<file path="src/rtl/ta_pkg.sv">
package ta_pkg;
  // Classification of one bus cycle as seen by the key register
  typedef enum logic [1:0] {
    KEY_IDLE   = 2'd0,  // no write to the key address
    KEY_FIRST  = 2'd1,  // first magic byte written
    KEY_SECOND = 2'd2,  // second magic byte written
    KEY_OTHER  = 2'd3   // any other value written to the key address
  } key_kind_e;
endpackage

</file>
<file path="src/rtl/ta_key_decode.sv">
module ta_key_decode
  import ta_pkg::*;
#(
  parameter int          ADDR_W   = 8,
  parameter int          DATA_W   = 8,
  parameter logic [ADDR_W-1:0] KEY_ADDR = 8'hC7,
  parameter logic [DATA_W-1:0] KEY_A    = 8'hAA,
  parameter logic [DATA_W-1:0] KEY_B    = 8'h55
) (
  input  logic              wr_en,
  input  logic [ADDR_W-1:0] wr_addr,
  input  logic [DATA_W-1:0] wr_data,
  output key_kind_e         kind
);
  logic hit;

  assign hit = wr_en && (wr_addr == KEY_ADDR);

  always_comb begin
    if (!hit)                   kind = KEY_IDLE;
    else if (wr_data == KEY_A)  kind = KEY_FIRST;
    else if (wr_data == KEY_B)  kind = KEY_SECOND;
    else                        kind = KEY_OTHER;
  end
endmodule

</file>
<file path="src/rtl/ta_arm_timer.sv">
module ta_arm_timer
  import ta_pkg::*;
#(
  parameter int ARM_CYCLES = 3
) (
  input  logic      clk,
  input  logic      rst,
  input  key_kind_e kind,
  output logic      accept
);
  localparam int CW = $clog2(ARM_CYCLES + 1);
  localparam logic [CW-1:0] LOAD = CW'(ARM_CYCLES);

  logic [CW-1:0] age_q;
  logic          armed;

  assign armed  = (age_q != '0);
  assign accept = (kind == KEY_SECOND) && armed;

  always_ff @(posedge clk) begin
    if (rst) begin
      age_q <= '0;
    end else begin
      unique case (kind)
        KEY_FIRST:            age_q <= LOAD;
        KEY_SECOND, KEY_OTHER: age_q <= '0;
        default:              if (armed) age_q <= age_q - 1'b1;
      endcase
    end
  end
endmodule

</file>
<file path="src/rtl/ta_window_timer.sv">
module ta_window_timer #(
  parameter int OPEN_CYCLES = 3
) (
  input  logic clk,
  input  logic rst,
  input  logic accept,
  output logic open_q
);
  localparam int CW = $clog2(OPEN_CYCLES + 1);
  localparam logic [CW-1:0] LOAD = CW'(OPEN_CYCLES);

  logic [CW-1:0] left_q;
  logic [CW-1:0] left_d;

  always_comb begin
    if (accept)              left_d = LOAD;
    else if (left_q != '0)   left_d = left_q - 1'b1;
    else                     left_d = '0;
  end

  always_ff @(posedge clk) begin
    if (rst) begin
      left_q <= '0;
      open_q <= 1'b0;
    end else begin
      left_q <= left_d;
      open_q <= (left_d != '0);
    end
  end
endmodule

</file>
<file path="src/rtl/ta_write_guard.sv">
module ta_write_guard
  import ta_pkg::*;
#(
  parameter int          ADDR_W      = 8,
  parameter int          DATA_W      = 8,
  parameter logic [ADDR_W-1:0] KEY_ADDR = 8'hC7,
  parameter logic [DATA_W-1:0] KEY_A    = 8'hAA,
  parameter logic [DATA_W-1:0] KEY_B    = 8'h55,
  parameter int          ARM_CYCLES  = 3,
  parameter int          OPEN_CYCLES = 3
) (
  input  logic              clk,
  input  logic              rst,
  input  logic              wr_en,
  input  logic [ADDR_W-1:0] wr_addr,
  input  logic [DATA_W-1:0] wr_data,
  output logic              prot_wr_en
);
  key_kind_e kind;
  logic      accept;

  ta_key_decode #(
    .ADDR_W(ADDR_W), .DATA_W(DATA_W),
    .KEY_ADDR(KEY_ADDR), .KEY_A(KEY_A), .KEY_B(KEY_B)
  ) u_dec (
    .wr_en(wr_en), .wr_addr(wr_addr), .wr_data(wr_data), .kind(kind)
  );

  ta_arm_timer #(.ARM_CYCLES(ARM_CYCLES)) u_arm (
    .clk(clk), .rst(rst), .kind(kind), .accept(accept)
  );

  ta_window_timer #(.OPEN_CYCLES(OPEN_CYCLES)) u_win (
    .clk(clk), .rst(rst), .accept(accept), .open_q(prot_wr_en)
  );
endmodule

</file>
<file path="config.mk">
export PLATFORM = sky130hd
export DESIGN_NAME = ta_write_guard
export DESIGN_NICKNAME = d
export VERILOG_FILES = /design/src/rtl/ta_pkg.sv /design/src/rtl/ta_key_decode.sv /design/src/rtl/ta_arm_timer.sv /design/src/rtl/ta_window_timer.sv /design/src/rtl/ta_write_guard.sv
export SDC_FILE = /design/constraint.sdc
export NUM_CORES = 1
export LEC_CHECK = 0
export CAP_MARGIN = 40
export CORE_AREA = 3 3 40 42
export DETAILED_ROUTE_END_ITERATION = 10
export DIE_AREA = 0 0 43 45
export HOLD_SLACK_MARGIN = 0.05
export PLACE_DENSITY = 0.57
export SLEW_MARGIN = 10
export SYNTH_ARGS = -nofsm -noshare
export SYNTH_HDL_FRONTEND = slang
export SYNTH_SLANG_ARGS = --single-unit
</file>
<file path="constraint.sdc">
create_clock -name clk -period 1.37 [get_ports clk]
set_input_delay 0.2055 -clock clk [delete_from_list [all_inputs] [get_ports clk]]
set_output_delay 0.2055 -clock clk [all_outputs]
set_load 0.05 [all_outputs]
</file>
# Word-level counts from Yosys, hierarchy flattened

Cells that the tools add are included.

Bits in latches: 0
Memories: 0
Input bits: 19
Output and inout port bits: 1
Bits in writable memories: 0
Logic and storage cells: 25
ROM bits: 0
Bits in registers: 5

Multiplexer cells: 7
Reduce and logical (&&, ||, !) cells: 7
Bitwise logic cells: 0
Div/mod/pow operators: 0
Shift-type cells: 0
Multipliers: 0
Equality and inequality tests: 6
Order comparisons: 0
Add/subtract/negate cells: 2

Operators by type and width:

| kind                                                 | count |
|---|---|
| equality test 8 bit (second input constant)          | 2 |
| 2-to-1 mux 2 bit                                     | 5 |
| equality test 8 x 7 -> 1 bit (second input constant) | 1 |
| nonzero test 2 bit                                   | 3 |
| equality test 2 bit (second input constant)          | 2 |
| one-hot mux 2 bit (2 select lines)                   | 1 |
| subtractor 2 x 1 -> 2 bit (second input constant)    | 2 |
| nonzero test 3 bit                                   | 1 |
| equality test 2 x 1 -> 1 bit (second input constant) | 1 |
| logical AND 1 bit                                    | 2 |
| OR reduction 2 bit                                   | 1 |
| 2-to-1 mux 1 bit                                     | 1 |

# Longest topological paths before layout

Gate-level depths: netlist of the first run.

Depth after elaboration: 8
Depth in mapped cells: 5
Gate-level depth less buffers: 5

# Hierarchy

Synthesis of the first run repeated with hierarchy kept, for this count alone.

Cells, all modules: 31
Area, all modules: 279.0 um^2

Modules (own cells, without submodules):

| module          | area each (um^2) | sequential area each (um^2) | times used | cells an instance |
|---|---|---|---|---|
| ta_arm_timer    | 106.4            | 40.0                        | 1          | 12 |
| ta_window_timer | 95.1             | 60.1                        | 1          | 10 |
| ta_key_decode   | 77.6             | 0.0                         | 1          | 9 |

# Worst setup path before layout of the first run

Ideal clock, no wire load.

Path kind: input to register
From: input wr_data[4]
To: register u_arm.age_q[0]
Data required time: 1.297 ns
Setup slack: 0.131 ns
Arrival: 1.166 ns
Cell stages on the path: 3
Setup time: 0.073 ns
Path buffers: 0
Path through: or4b_1 > or3_1 > mux2i_1

Cells in the longest elaborated chain, start to end: 7
Elaborated cells between the ends (all ways): 11
Classes of those cells: 5 x eq/ne; 4 x mux; 2 x reduce/logical

Ends and longest elaborated chain:

| element                                                                         | line                 | source |
|---|---|---|
| from (decl)                                                                     | ta_write_guard.sv:16 | `input logic [DATA_W-1:0] wr_data,` |
| equality test 8 x 7 -> 1 bit                                                    | ta_key_decode.sv:22  | `else if (wr_data == KEY_B) kind = KEY_SECOND;` |
| 2-to-1 mux 1 bit                                                                | ta_key_decode.sv:22  |  |
| 2-to-1 mux 2 bit *                                                              | ta_key_decode.sv:21  | `else if (wr_data == KEY_A) kind = KEY_FIRST;` |
| 2-to-1 mux 2 bit *                                                              | ta_key_decode.sv:20  | `if (!hit) kind = KEY_IDLE;` |
| equality test 2 bit                                                             | ta_arm_timer.sv:24   | `unique case (kind)` |
| OR reduction 2 bit                                                              | -                    |  |
| one-hot mux 2 bit (2 select lines) / nonzero test 3 bit (equally long branches) | -                    |  |
| to (signal assigned)                                                            | ta_arm_timer.sv:27   | `default: if (armed) age_q <= age_q - 1'b1;` |
| to (decl)                                                                       | ta_arm_timer.sv:14   | `logic [CW-1:0] age_q;` |

Mark *: on every way between the ends. The rest lies on a longest branch, timed or not.
A chain may end at the register's enable or synchronous reset.

# Worst setup path in the final report of the first run

From: input wr_data[0]
To: register u_arm.age_q[0]

Same word-level chain as after synthesis.

==> reports/results.tsv, run 1 <==
stage	metric	value	unit
timing	Setup TNS Final	0	ns
synth	Syn Nets	48	
setup_path	Slowest cell on crit path	or4b_1	
setup_path	CP endpoint kind	register	
timing	Slew Limit Fails	0	
clock_tree	CTS Buffer Depth	2	
synth	Mapped Avg Cell Area	9.83	um2
clock_tree	CTS tree	built	
synth	Post-synth EDFFs	0	
synth	cell with the most instances after synthesis	dfxtp_1	
route	antenna-violating nets left	0	
timing	Final Hold Fails	0	
power_and_ir_drop	cell internal pwr	0.399	mW
final_layout	Layout area overhead	98.6	%
timing	Finish-stage setup viols	0	
final_layout	register area	100	um2
die	num ports	20	
clock_tree	total CTS buffers	3	
clock_tree	Skew-Pair Late Insertion Delay	0.24	ns
timing	period utilisation layout	0.926	
synth	Post-Synth Adder-Cell Area	0.0455	
final_layout	Final Cell Area	547	um2
setup_path	CP arrival	1.44	ns
setup_path	CP bufs+invs	1	
grt	met1 Usage GRT	0.0697	
timing	RSZ-0062 raised after global routing	false	
synth	simple logic cell fraction of the synthesized area	0.350	
synth	commonest cells in the netlist	5 x dfxtp_1, 3 x inv_1	
power_and_ir_drop	Logic pwr share	0.355	
die	Initial Utilization	0.214	
synth	Yosys reg bits	5	
place	IO Port Bufs	19	
route	vias	331	
setup_path	Crit path max-delay family	simple AND/OR/NAND/NOR gates	
timing	Max Clk Rate	788	MHz
synth	Seq/Total Area, Yosys	0.364	
synth	post-synthesis mux area share	0.0727	
place	HPWL Detailed	614	um
final_layout	Antenna diodes	0	
route	Iter 0 DRT Violations	2	
route	drt pass-1 iters	2	
setup_path	cells along the critical path	dlygate4sd2_1, or4b_1, or3_4, mux2i_1	
place	Area after DPL	517	um2
clock_tree	CTS root buffer	clkbuf_4	
grt	met2 Usage GRT	0.165	
clock_tree	clock transition at the registers of the reported paths	0.04	ns
die	row count	13	
grt	global route overflow	0	
final_layout	Fillers	136	
synth	post-synth top area cell	dfxtp_1	
setup_path	Req. time, crit path	1.54	ns
power_and_ir_drop	PD cells	988	mW/mm2
power_and_ir_drop	Lkg Pwr	0.227	nW
clock_tree	clk sink count	5	
grt	vias in the first global route	325	
route	Total Wirelength	712	um
synth	largest family of logic cells by synthesized area	simple AND/OR/NAND/NOR gates	
timing	worst slew pin tran	0.260	ns
grt	antenna violations before repair	0	
synth	Main synth FF type	dfxtp_1	
route	Avg WL per Cell	10.3	um
synth	synthesized area	275	um2
clock_tree	hold buffer count at cts	0	
power_and_ir_drop	clock share of power	0.314	
power_and_ir_drop	Psw	0.141	mW
grt	met3 Track Usage GR	0.0120	
setup_path	Crit Path Max Fanout	2	
synth	top cells by area, synth	dfxtp_1 36%, mux2i_1 7.3%, nor4bb_1 7.3%	
timing	fin crit period	1.27	ns
die	die area	0.00194	mm2
die	placeable core area	0.00128	mm2
timing	Max Clock Skew	0.00145	ns
setup_path	CP Class	primary input to register	
synth	Syn Inst Count	28	
die	Die Height	45	um
final_layout	footprint of the multi-input gates	169	um2
grt	largest net degree at the start of global routing	6	
synth	Yosys cell types	17	
clock_tree	CTS H-tree lvls	1	
grt	first-pass GRT wire length	1160	um
hold_path	Min-Delay Path Class	primary input to register	
grt	GRT Resource Usage Total	0.0824	
final_layout	Finished Core Util	0.426	
final_layout	Final nets	75	
die	Die X	43	um
timing	worst setup margin	0.101	ns
synth	xor/xnor share of the synthesized area	0.0318	
grt	GR peak layer	met2	
synth	Async S/R FF share, synth	0	
place	dpl ws	-0.324	ns
route	Vias/cell	4.80	
synth	Ys Warns	0	
timing	slew margin rel.	0.824	
power_and_ir_drop	Peak VDD IR	0.301	mV
power_and_ir_drop	register share of total power	0.331	
setup_path	slowest stage delay, CP	0.50	ns
setup_path	Setup crit start kind	primary input	
place	gpl congestion	0.641	
final_layout	share of cells above drive strength 1	0.148	
synth	post-synthesis compound-gate area fraction	0.0955	
run	Max Cap Violations	0	
outcome	outcome	complete, no violations	
power_and_ir_drop	Switching Fraction	0.261	
synth	post-synth top area share	0.364	
timing	Final Hold Slack	0.394	ns
route	# DRC	0	
-- worst reg2reg max path, stage by stage (launching register included) --
cell and delay (ns):
dfxtp_1 0.34, inv_1 0.05, ha_1 0.28, nor2b_1 0.13, a211o_1 0.23, mux2i_1 0.12
-- cells in the final DEF, fill, tap and decap left out, drive strengths merged --
master         Yosys  final
a211o              1      1
and3b              1      1
buf                0      4
clkbuf             0      4
clkdlybuf4s50      0     14
dfxtp              5      5
dlygate4sd2        0      3
dlymetal6s2s       0      1
ha                 1      1
inv                3      3
mux2i              2      2
nand2b             2      2
nand4              1      1
nand4b             2      2
nor2b              1      1
nor4b              1      1
nor4bb             2      2
o21ai              1      1
o22ai              2      2
or3                1      1
or4b               1      1
xnor2              1      1
-- worst paths after layout --
check | startpoint | to | slack (ns) | cells after the start
max reg2reg | u_arm.age_q[0] | u_arm.age_q[1] | 0.15 | 5
min | wr_data[2] | u_arm.age_q[1] | 0.39 | 4
max | wr_data[0] | u_arm.age_q[0] | 0.10 | 4
min reg2reg | u_win.left_q[0] | u_win.left_q[0] | 0.48 | 1
-- sequential cells by signal (all words and copies together), names as in the netlist --
name / cells
u_arm.age_q: 2
u_win.left_q: 2
u_win.open_q: 1
-- layer usage --
layer	up-vias	part of all wire
met3	2	0.080
met1	147	0.36
met4	0	0.013
met2	21	0.54
met5	-	0
li1	161	-
-- power groups by stage --
stage	logic, mW	clock network (mW)	registers, mW
after CTS	0.195	0.178	0.179
after detailed placement	0.197	0	0.181
final	0.192	0.170	0.179
after global routing	0.226	0.180	0.180
after global placement	0.187	0	0.181
after floorplan	0.114	0	0.179
-- kinds of logic (layout without fill, tap and decap cells) --
kind of cell               Yosys count  after routing
muxes                                2              2
adders and majority gates            1              1
buffers and inverters                3             29
DFF                                  5              5
and+or+nand+nor                     12             12
xor gates and xnor gates             1              1
AOI/OAI and AO/OA                    4              4
-- layout make-up --
class | instances | share of cell area
Timing Repair Buffer | 22 | 0.405
Tap cell | 15 | 0.0343
Inverter | 3 | 0.0206
Multi-Input combinational cell | 20 | 0.309
Clock buffer | 4 | 0.0481
Sequential cell | 5 | 0.183
-- what timing repair did --
item                                    CTS  global route
gates resized for setup                   3             2
endpoints found under the setup margin    2             2
setup buffers                             0             0
pin swaps                                 1             2
-- through the flow --
step | cells | power, mW
after detailed placement | 65 | 0.378
after global placement | 65 | 0.367
final | 69 | 0.540
after CTS | 69 | 0.552
after global routing | 69 | 0.586
after floorplan | 28 | 0.293
No activity file was read; power rests on OpenSTA's default activity.
==> run 2: changes to the inputs <==
--- a/config.mk
+++ b/config.mk
@@ -6,9 +6,10 @@
 export NUM_CORES = 1
 export LEC_CHECK = 0
 export CAP_MARGIN = 40
-export CORE_AREA = 3 3 40 42
+export CORE_AREA = 2 2 39 41
+export CTS_CLUSTER_SIZE = 28
 export DETAILED_ROUTE_END_ITERATION = 10
-export DIE_AREA = 0 0 43 45
+export DIE_AREA = 0 0 41 43
 export HOLD_SLACK_MARGIN = 0.05
 export PLACE_DENSITY = 0.57
 export SLEW_MARGIN = 10
==> run 2 against run 1 <==
Net effect:
- setup slack gained 0.0067 ns
- clock-buffer cell count is the same
- critical path depth unchanged
- worst hold slack got worse by 0.049 ns
- critical endpoint is now u_arm.age_q[1]
- largest power group unchanged
==> reports/results.tsv, run 2 (synthesis gave the netlist of run 1 again) <==
stage	metric	value	unit
timing	RSZ-0062 raised after global routing	false	
clock_tree	clk sink count	5	
timing	Finish-stage setup viols	0	
setup_path	CP bufs+invs	1	
power_and_ir_drop	cell internal pwr	0.396	mW
final_layout	most common cell after layout, fill and taps aside	clkdlybuf4s50_1	
clock_tree	CTS Buffer Depth	2	
power_and_ir_drop	Lkg Pwr	0.218	nW
grt	first-pass GRT wire length	1100	um
place	Area after DPL	503	um2
setup_path	CP endpoint kind	register	
grt	GRT Resource Usage Total	0.0983	
power_and_ir_drop	Logic pwr share	0.335	
clock_tree	hold buffer count at cts	0	
place	placed cell count	64	
final_layout	Finished Core Util	0.385	
route	Avg WL per Cell	9.26	um
clock_tree	CTS H-tree lvls	1	
timing	period utilisation layout	0.921	
die	die area	0.00176	mm2
clock_tree	CTS tree	built	
die	num ports	20	
die	row count	14	
die	Initial Utilization	0.199	
timing	Max Clock Skew	0.00258	ns
die	Die X	41	um
clock_tree	CTS root buffer	clkbuf_4	
final_layout	non-filler cells, final	68	
final_layout	Largest regs	u_arm.age_q: 2 flops, u_win.left_q: 2 flops, u_win.open_q: 1 flops	
hold_path	Min-Delay Path Class	primary input to register	
timing	worst slew pin tran	0.277	ns
setup_path	CP arrival	1.39	ns
place	IO Port Bufs	19	
setup_path	CP Class	primary input to register	
route	vias	296	
power_and_ir_drop	clock share of power	0.331	
route	antenna-violating nets left	0	
setup_path	Req. time, crit path	1.50	ns
die	Die Height	43	um
run	Max Cap Violations	0	
route	DR WL met3	43	um
setup_path	Crit Path Max Fanout	5	
power_and_ir_drop	register share of total power	0.333	
final_layout	Final nets	73	
clock_tree	clock transition at the registers of the reported paths	0.04	ns
clock_tree	Skew-Pair Late Insertion Delay	0.25	ns
route	Vias/cell	4.35	
grt	largest net degree at the start of global routing	6	
route	drt pass-1 iters	2	
grt	vias in the first global route	298	
route	# DRC	0	
final_layout	most frequent cells in the layout	14 x clkdlybuf4s50_1, 5 x dfxtp_1, 3 x inv_1, 3 x clkbuf_4, 3 x dlygate4sd2_1	
place	gpl congestion	0.676	
final_layout	Antenna diodes	0	
route	Iter 0 DRT Violations	3	
final_layout	share of cells above drive strength 1	0.115	
clock_tree	total CTS buffers	3	
setup_path	Setup crit start kind	primary input	
timing	fin crit period	1.26	ns
timing	Final Hold Fails	0	
final_layout	Final Cell Area	533	um2
setup_path	slowest stage delay, CP	0.45	ns
timing	Max Clk Rate	792	MHz
setup_path	cells along the critical path	clkdlybuf4s50_1, nor4bb_1, nand4_1, mux2i_1	
power_and_ir_drop	Psw	0.141	mW
power_and_ir_drop	PD cells	1010	mW/mm2
route	met2 routed WL	329	um
final_layout	Layout area overhead	93.6	%
route	DR top layer	met4	
route	Total Wirelength	630	um
timing	Slew Limit Fails	0	
grt	global route overflow	0	
grt	antenna violations before repair	0	
power_and_ir_drop	Peak VDD IR	0.425	mV
timing	slew margin rel.	0.813	
die	placeable core area	0.00138	mm2
setup_path	Crit path max-delay family	simple AND/OR/NAND/NOR gates	
setup_path	Slowest cell on crit path	clkdlybuf4s50_1	
outcome	outcome	complete, no violations	
route	M1 WL	249	um
power_and_ir_drop	Switching Fraction	0.263	
clock_tree	Post-CTS Setup Repair Bufs	0	
run 2: power by group through the flow:
stage,registers (mW),logic (mW),clock network (mW)
floorplan,0.179,0.114,0
global route,0.181,0.203,0.194
global placement,0.183,0.184,0
finish,0.179,0.180,0.178
CTS,0.179,0.183,0.182
detailed placement,0.182,0.185,0
run 2: metrics by stage:
step                      hold slack (ns)  setup slack [ns]  setup TNS [ns]  total power, mW
after detailed placement            0.452            -0.319           -1.01            0.367
after CTS                           0.459            0.0116               0            0.545
after global placement              0.450            -0.298          -0.916            0.367
after floorplan                     0.384             0.131               0            0.293
after global routing                0.355            0.0536               0            0.578
final                               0.344             0.108               0            0.537
run 2: worst reg2reg max path, cell delays in order, from the launching register on:
cell	delay (ns)
dfxtp_1	0.34
inv_1	0.05
ha_1	0.27
nor2b_1	0.13
a211o_1	0.22
mux2i_1	0.12
run 2: path summary, 6_finish.rpt:
check,start,end,slack [ns],cells after the start
min reg2reg,u_win.left_q[0],u_win.left_q[0],0.46,1
max,wr_addr[7],u_arm.age_q[1],0.11,4
max reg2reg,u_arm.age_q[0],u_arm.age_q[1],0.18,5
min,wr_data[2],u_win.open_q,0.34,3
run 2: final cells by class:
cell class              instances  area (um2)
clock buffers                   4        26.3
multi-input cells              20         169
flip-flops and latches          5         100
well taps                      16        20.0
fillers                       139         851
repair buffers                 20         206
inverters                       3        11.3
run 2: repair_timing:
| action | in CTS | in global routing |
|---|---|---|
| cloned | 0 | 0 |
| pin swaps | 1 | 0 |
| endpoints found under the setup margin | 2 | 2 |
| resized for setup | 3 | 2 |
run 2: per-layer routing:
layer	vias up	track usage
met5	-	0
met4	0	0.0800
met3	2	0.0471
met2	10	0.141
met1	129	0.103
li1	155	-
